$ cat config.mk
export PLATFORM = sky130hd
export DESIGN_NAME = io_dir_arbiter
export DESIGN_NICKNAME = d
export VERILOG_FILES = /design/src/rtl/io_arb_pkg.sv /design/src/rtl/io_line_sync.sv /design/src/rtl/io_dir_fsm.sv /design/src/rtl/io_dir_arbiter.sv
export SDC_FILE = /design/constraint.sdc
export NUM_CORES = 1
export LEC_CHECK = 0
export ABC_AREA = 1
export BUFFER_PORTS_ARGS = -buffer_cell sky130_fd_sc_hd__buf_2
export CELL_PAD_IN_SITES_DETAIL_PLACEMENT = 2
export CELL_PAD_IN_SITES_GLOBAL_PLACEMENT = 2
export CORE_AREA = 2 2 39 41
export CTS_CLUSTER_DIAMETER = 100
export DETAILED_ROUTE_END_ITERATION = 7
export DIE_AREA = 0 0 41 43
export PLACE_DENSITY = 0.62
export SETUP_SLACK_MARGIN = 0.2
export SLEW_MARGIN = 5
export SYNTH_ARGS = -nofsm -noshare
export SYNTH_HDL_FRONTEND = slang
export SYNTH_SLANG_ARGS = --single-unit
export TNS_END_PERCENT = 10
$ cat constraint.sdc
create_clock -name clk -period 1.15 [get_ports clk]
set_clock_uncertainty 0.1 [all_clocks]
set_input_delay 0.23 -clock clk [delete_from_list [all_inputs] [get_ports clk]]
set_output_delay 0.23 -clock clk [all_outputs]
set_load 0.005 [all_outputs]
$ cat src/rtl/io_arb_pkg.sv
package io_arb_pkg;

   typedef enum logic [1:0] {
      DIR_IDLE    = 2'd0,
      DIR_HOST_IN = 2'd1,
      DIR_CARD_IN = 2'd2
   } dir_state_e;

   localparam int unsigned MIN_SYNC_STAGES = 2;
   localparam int unsigned NUM_SIDES       = 2;
   localparam int unsigned SIDE_HOST       = 0;
   localparam int unsigned SIDE_CARD       = 1;

endpackage

$ cat src/rtl/io_line_sync.sv
module io_line_sync #(
   parameter int unsigned STAGES    = 2,
   parameter bit          RESET_LVL = 1'b1
) (
   input  logic clk,
   input  logic rst_n,
   input  logic line_i,
   output logic level_o,
   output logic fall_o,
   output logic rise_o
);
   localparam int unsigned LAST = STAGES - 1;

   logic [STAGES-1:0] chain_q;
   logic              prev_q;

   if (STAGES < 2) begin : g_bad_depth
      $error("io_line_sync: STAGES must be at least 2");
   end

   always_ff @(posedge clk or negedge rst_n) begin
      if (!rst_n) begin
         chain_q <= {STAGES{RESET_LVL}};
         prev_q  <= RESET_LVL;
      end else begin
         chain_q <= {chain_q[STAGES-2:0], line_i};
         prev_q  <= chain_q[LAST];
      end
   end

   assign level_o = chain_q[LAST];
   assign fall_o  = prev_q & ~chain_q[LAST];
   assign rise_o  = ~prev_q & chain_q[LAST];

endmodule

$ cat src/rtl/io_dir_fsm.sv
module io_dir_fsm
   import io_arb_pkg::*;
#(
   parameter bit HOST_WINS_TIE = 1'b1
) (
   input  logic       clk,
   input  logic       rst_n,
   input  logic       active_i,
   input  logic       host_fall_i,
   input  logic       host_rise_i,
   input  logic       card_fall_i,
   input  logic       card_rise_i,
   output dir_state_e state_o
);
   dir_state_e state_q, state_d;
   logic       take_host, take_card;

   if (HOST_WINS_TIE) begin : g_host_prio
      assign take_host = host_fall_i;
      assign take_card = card_fall_i & ~host_fall_i;
   end else begin : g_card_prio
      assign take_card = card_fall_i;
      assign take_host = host_fall_i & ~card_fall_i;
   end

   always_comb begin
      state_d = state_q;
      if (!active_i) begin
         state_d = DIR_IDLE;
      end else begin
         unique case (state_q)
            DIR_IDLE: begin
               if (take_host)      state_d = DIR_HOST_IN;
               else if (take_card) state_d = DIR_CARD_IN;
            end
            DIR_HOST_IN: if (host_rise_i) state_d = DIR_IDLE;
            DIR_CARD_IN: if (card_rise_i) state_d = DIR_IDLE;
            default:     state_d = DIR_IDLE;
         endcase
      end
   end

   always_ff @(posedge clk or negedge rst_n) begin
      if (!rst_n) state_q <= DIR_IDLE;
      else        state_q <= state_d;
   end

   assign state_o = state_q;


   host_hold_chk: assert property (@(posedge clk) disable iff (!rst_n)
      (state_q == DIR_HOST_IN && active_i && !host_rise_i) |=> state_q == DIR_HOST_IN);


   card_hold_chk: assert property (@(posedge clk) disable iff (!rst_n)
      (state_q == DIR_CARD_IN && active_i && !card_rise_i) |=> state_q == DIR_CARD_IN);


   tie_pick_chk: assert property (@(posedge clk) disable iff (!rst_n)
      (state_q == DIR_IDLE && active_i && host_fall_i && card_fall_i)
      |=> state_q == (HOST_WINS_TIE ? DIR_HOST_IN : DIR_CARD_IN));


   drop_idle_chk: assert property (@(posedge clk) disable iff (!rst_n)
      !active_i |=> state_q == DIR_IDLE);

endmodule

$ cat src/rtl/io_dir_arbiter.sv
module io_dir_arbiter
   import io_arb_pkg::*;
#(
   parameter int unsigned SYNC_STAGES   = 2,
   parameter bit          HOST_WINS_TIE = 1'b1
) (
   input  logic clk,
   input  logic rst_n,
   input  logic en_i,
   input  logic rx_en_i,
   input  logic host_lvl_i,
   input  logic card_lvl_i,
   output logic host_drv_lo,
   output logic card_drv_lo
);
   logic [NUM_SIDES-1:0] raw_lvl, syn_lvl, fall, rise;
   logic                 active;
   dir_state_e           state;

   if (SYNC_STAGES < MIN_SYNC_STAGES) begin : g_bad_sync
      $error("io_dir_arbiter: SYNC_STAGES below minimum");
   end

   assign raw_lvl[SIDE_HOST] = host_lvl_i;
   assign raw_lvl[SIDE_CARD] = card_lvl_i;

   for (genvar s = 0; s < NUM_SIDES; s++) begin : g_side
      io_line_sync #(
         .STAGES    (SYNC_STAGES),
         .RESET_LVL (1'b1)
      ) u_sync (
         .clk     (clk),
         .rst_n   (rst_n),
         .line_i  (raw_lvl[s]),
         .level_o (syn_lvl[s]),
         .fall_o  (fall[s]),
         .rise_o  (rise[s])
      );
   end

   assign active = en_i & rx_en_i;

   io_dir_fsm #(
      .HOST_WINS_TIE (HOST_WINS_TIE)
   ) u_fsm (
      .clk         (clk),
      .rst_n       (rst_n),
      .active_i    (active),
      .host_fall_i (fall[SIDE_HOST]),
      .host_rise_i (rise[SIDE_HOST]),
      .card_fall_i (fall[SIDE_CARD]),
      .card_rise_i (rise[SIDE_CARD]),
      .state_o     (state)
   );

   assign host_drv_lo = active & (state == DIR_CARD_IN);
   assign card_drv_lo = ~rx_en_i | (active & (state == DIR_HOST_IN));


   one_side_chk: assert property (@(posedge clk) disable iff (!rst_n)
      !(host_drv_lo && card_drv_lo));


   en_release_chk: assert property (@(posedge clk) disable iff (!rst_n)
      !en_i |-> !host_drv_lo);


   rx_hold_chk: assert property (@(posedge clk) disable iff (!rst_n)
      !rx_en_i |-> (card_drv_lo && !host_drv_lo));


   card_release_chk: assert property (@(posedge clk) disable iff (!rst_n)
      (host_drv_lo && rise[SIDE_CARD]) |=> !host_drv_lo);


   host_release_chk: assert property (@(posedge clk) disable iff (!rst_n)
      (card_drv_lo && rx_en_i && rise[SIDE_HOST]) |=> !(card_drv_lo && rx_en_i));


   host_claim_chk: assert property (@(posedge clk) disable iff (!rst_n)
      (!host_drv_lo && !(card_drv_lo && rx_en_i) && active && fall[SIDE_HOST] && $stable(active))
      |=> (active -> (card_drv_lo && !host_drv_lo)));

   logic unused_lvl;
   assign unused_lvl = ^syn_lvl;

endmodule

# == Yosys cells after proc, flatten, opt, wreduce, memory -nomap -nowiden ==
# Cells that the tools add are included.
# word_totals
reg_bits,8
in_bits,6
output_inout_bits,2
wordCells,33
# classes
eq_ne,5
muxes,6
bitwise_logic,15
reduce_logical,2
# ops
operator,count
2-bit two-way mux,5
1-bit bitwise AND,8
3-bit by 2-bit inequality test with 1-bit output (second input constant),2
1-bit inverter,6
2-bit case mux with 3 select lines,1
4-bit by 2-bit inequality test with 1-bit output (second input constant),1
3-bit AND reduction,1
2-bit by 1-bit == test with 1-bit output (second input constant),1
2-bit == test (second input constant),1
2-bit zero test,1
1-bit OR,1

# == Longest topological paths before layout ==
# logic_depth
word_depth,8
depth_mapped,6

# == By module ==
# From an unflattened synthesis, not the netlist that was laid out.
# unflattened
hier_cells,45
hier_area_um2,354.1
# modules_own_cells
mod,instances,cells_per_inst,area_each_um2,seq_area_each_um2
io_line_sync,2,7,93.8,78.8
io_dir_fsm,1,23,135.1,50.0
io_dir_arbiter,1,8,31.3,0.0

# == Worst setup path after synthesis ==
# No wires, ideal clock.
# synth_path
path_kind,flip-flop to flip-flop
from,reg g_side[0].u_sync.prev_q
to,reg u_fsm.state_q[1] (netlist: u_fsm.state_o[1])
t_arrival_ns,0.802
path_slack_ns,0.130
path_stages_with_launch,6
n_path_buf,0
synth_period_minus_slack_ns,1.020
path_cell_list,dfstp_2 > inv_1 > nand2_1 > nand3_1 > nand4_1 > nand2_1
# synth_between
elab_chain_cells,5
elab_cells_between_ends,11
cone_classes,eq/ne (2); mux (3); bitwise (5); reduce/logical (1)
# synth_lines
element,line,source
from (decl),io_line_sync.sv:15,logic prev_q;
from (signal assigned),io_line_sync.sv:27,prev_q <= chain_q[LAST];
1-bit bitwise AND,io_line_sync.sv:32,assign fall_o = prev_q & ~chain_q[LAST];
1-bit inverter,io_dir_fsm.sv:20,assign take_card = card_fall_i & ~host_fall_i;
1-bit bitwise AND,io_dir_fsm.sv:20,
4-bit by 2-bit inequality test with 1-bit output (no line),--,
3-bit AND reduction (no line),--,
to (signal assigned),io_dir_fsm.sv:45,else state_q <= state_d;
to (decl),io_dir_fsm.sv:15,"dir_state_e state_q, state_d;"
# Parallel ways exist; a longest one is shown, timed or not.
# A chain may end at the register's enable or synchronous reset.

# == Worst setup path after layout ==
# layout_path
from,reg u_fsm.state_q[0] (netlist: u_fsm.state_o[0])
to,out card_drv_lo
# layout_between
elab_chain_cells,3
# layout_lines
element,line,source
2-bit by 1-bit == test with 1-bit output,io_dir_arbiter.sv:57,assign card_drv_lo = ~rx_en_i | (active & (state == DIR_HOST_IN));
1-bit bitwise AND,io_dir_arbiter.sv:57,
1-bit OR,io_dir_arbiter.sv:57,
to (decl),io_dir_arbiter.sv:14,output logic card_drv_lo
# Every way passes these cells.

==> impl_metrics.toml <==
[run_status]
status = "finished with violations"
violations = "setup timing"

[critical_path]
cp_common_cell = "nand2_1"
max_stage_delay_ps = 400
cp_max_fo = 4
endpoint_kind = "output port"
critPathBufInv = 2
arrival_ps = 1020
crit_chain = "inv_1, nor2_2, nand2_1, nand2_1, buf_2"
worst_path_max_delay_cell = "dfrtp_1"
worst-setup-path-type = "register to output port"
required_ps = 820
start_kind = "register"
cp_top_family = "flip-flops"

[drt]
routedWlPerCell_um = 10.50
vias = 253
ant_nets = 0
drt_first_pass_iters = 1
drt_iter0_markers = 0
drt-vias-per-instance = 4.217
drc = 0
wl_um = 630

[yosys]
synth_cell_types = 11
ys_ff_latch = 8
synth_area_leaders = "dfstp_2, dfrtp_1, nand2_1, nor2_1, inv_1"
syn_nets = 37
synthCells = 31
synth.largest_area_cell = "dfstp_2"
avgSynthCellArea_sq_um = 9.929
seq_area_frac_synth_pct = 67.48
synth_top_area_share_pct = 51.22
yosys_warnings = 0
syn_area_sq_um = 307.8

[timing]
whs_ps = 255.9
fin_crit_sh_pct = 117.8
hold_viol = 0
setup_ws_ps = -204.8
fin_crit_ps = 1355
max_freq_ghz = 0.7381
max-slew-margin-rel_pct = 87.78
setup_viol = 2
tightest_slew_ps = 181.8
tns_ps = -345.6
maxSlewViolCount = 0
rsz0062_at_grt = "yes"

[floorplan]
dieWidth_um = 41
core_area_sq_um = 1384
ioPinCount = 8
die_y_um = 43
die_area_sq_um = 1763
initial_core_util_pct = 22.24
placementRows = 14

[finish]
syn2layout_area_growth_pct = 36.59
post-route-util_pct = 30.38
nets = 52
fillCellCount = 166
final_area_sq_um = 420.4
diodes = 0
drive_gt1_share_pct = 43.18
mostFrequentLayoutCells = "nand2_1, buf_2, dfstp_2"
final_cell_count_no_fill = 60

[grt]
grt.total_usage_pct = 9.563
grt_pass1_vias = 269
grt_max_degree = 9
grt_overflow = 0
grt_pass1_wl_mm = 1.055
grt_antenna_before_repair = 0

[place]
place_ws_ps = 42.68
place_area_sq_um = 362.8
place_inst = 54
gp_congestion = 0.6446
hpwl_um = 526.9
portBuffers = 7

[clock_tree]
clock-sinks = 8
clk_latency_ps = 240
clk_pin_slew_ps = 50
cts_buffers = 3
root_buffer = "clkbuf_4"
tritoncts = "done"
h-tree-depth = 1
postCtsSetupRepairBufs = 0
cts_buffer_depth = 2

[hold_path]
hp-class = "primary input to async pin"

[power]
powerDensity_nw_per_um2 = 1331
p_leak_nw = 0.2027
vdd_ir_drop_max_uv = 507.5
total_power_uw = 559.5

[job]
maxCapViolCount = 0
path summary, 6_finish.rpt:
kind	start	end	slack [ps]	cells after the start
worst max-delay path	u_fsm.state_o[0]	card_drv_lo	-200	5
worst min register to register	g_side[1].u_sync.chain_q[0]	g_side[1].u_sync.chain_q[1]	260	0
worst max register to register	g_side[0].u_sync.prev_q	u_fsm.state_o[1]	80	5
worst min-delay path	rst_n	u_fsm.state_o[0]	260	2
max in group asynchronous	rst_n	g_side[1].u_sync.chain_q[1]	460	2
min in group clk	g_side[1].u_sync.chain_q[0]	g_side[1].u_sync.chain_q[1]	260	0
Yosys cell counts, drive strengths merged:
cell / count
clkinv: 1
dfrtp: 2
dfstp: 6
inv: 4
nand2: 7
nand3: 2
nand4: 1
nor2: 6
nor3: 1
o31ai: 1
repair_timing:
action / CTS / global route
resized for setup: 0 / 1
hold buffers: 3 / 0
endpoints found under the setup margin: 4 / 4
hold endpoints to repair: 10 / 0
cells by family (layout without fill, tap and decap cells):
group | count (synthesis) | in the layout | share of synthesized area, %
buffers and inverters | 5 | 18 | 6.501
AOI/OAI and AO/OA | 1 | 1 | 2.440
DFF | 8 | 8 | 67.48
and+or+nand+nor | 17 | 17 | 23.58
worst register-to-register path, cell delays in order, from the launching register on:
cell,delay (ps)
dfstp_2,520
inv_1,60
nand2_1,60
nand3_1,100
nand4_1,90
nand2_1,50
metal layers:
layer  GRT usage [%]  vias to the layer above  share of wire [%]
li1                -                      124                  -
met1           9.396                      121                 34
met2           15.94                        8                 60
met3           3.141                        0                6.3
met4           6.000                        0                  0
met5               0                        -                  0
registers in the layout, summed over array words and instances, names as in the netlist:
name,flops
u_fsm.state_o,2
g_side.u_sync.chain_q,4
g_side.u_sync.prev_q,2
where the power goes:
group	total [mW]	internal (mW)	switching (mW)
Sequential	0.312	0.304	0.00824
Clock	0.203	0.119	0.0845
Combinational	0.0445	0.0210	0.0235
Total	0.560	0.443	0.116
layout make-up:
type	instances	area, sq um	share of cell area [%]
sequential	8	207.7	49.40
tap	16	20.02	4.762
multi-input combinational	18	85.08	20.24
clock buffer	3	22.52	5.357
timing repair buffer	10	65.06	15.48
inverter	5	20.02	4.762
Power figures use the tool's default switching activity.
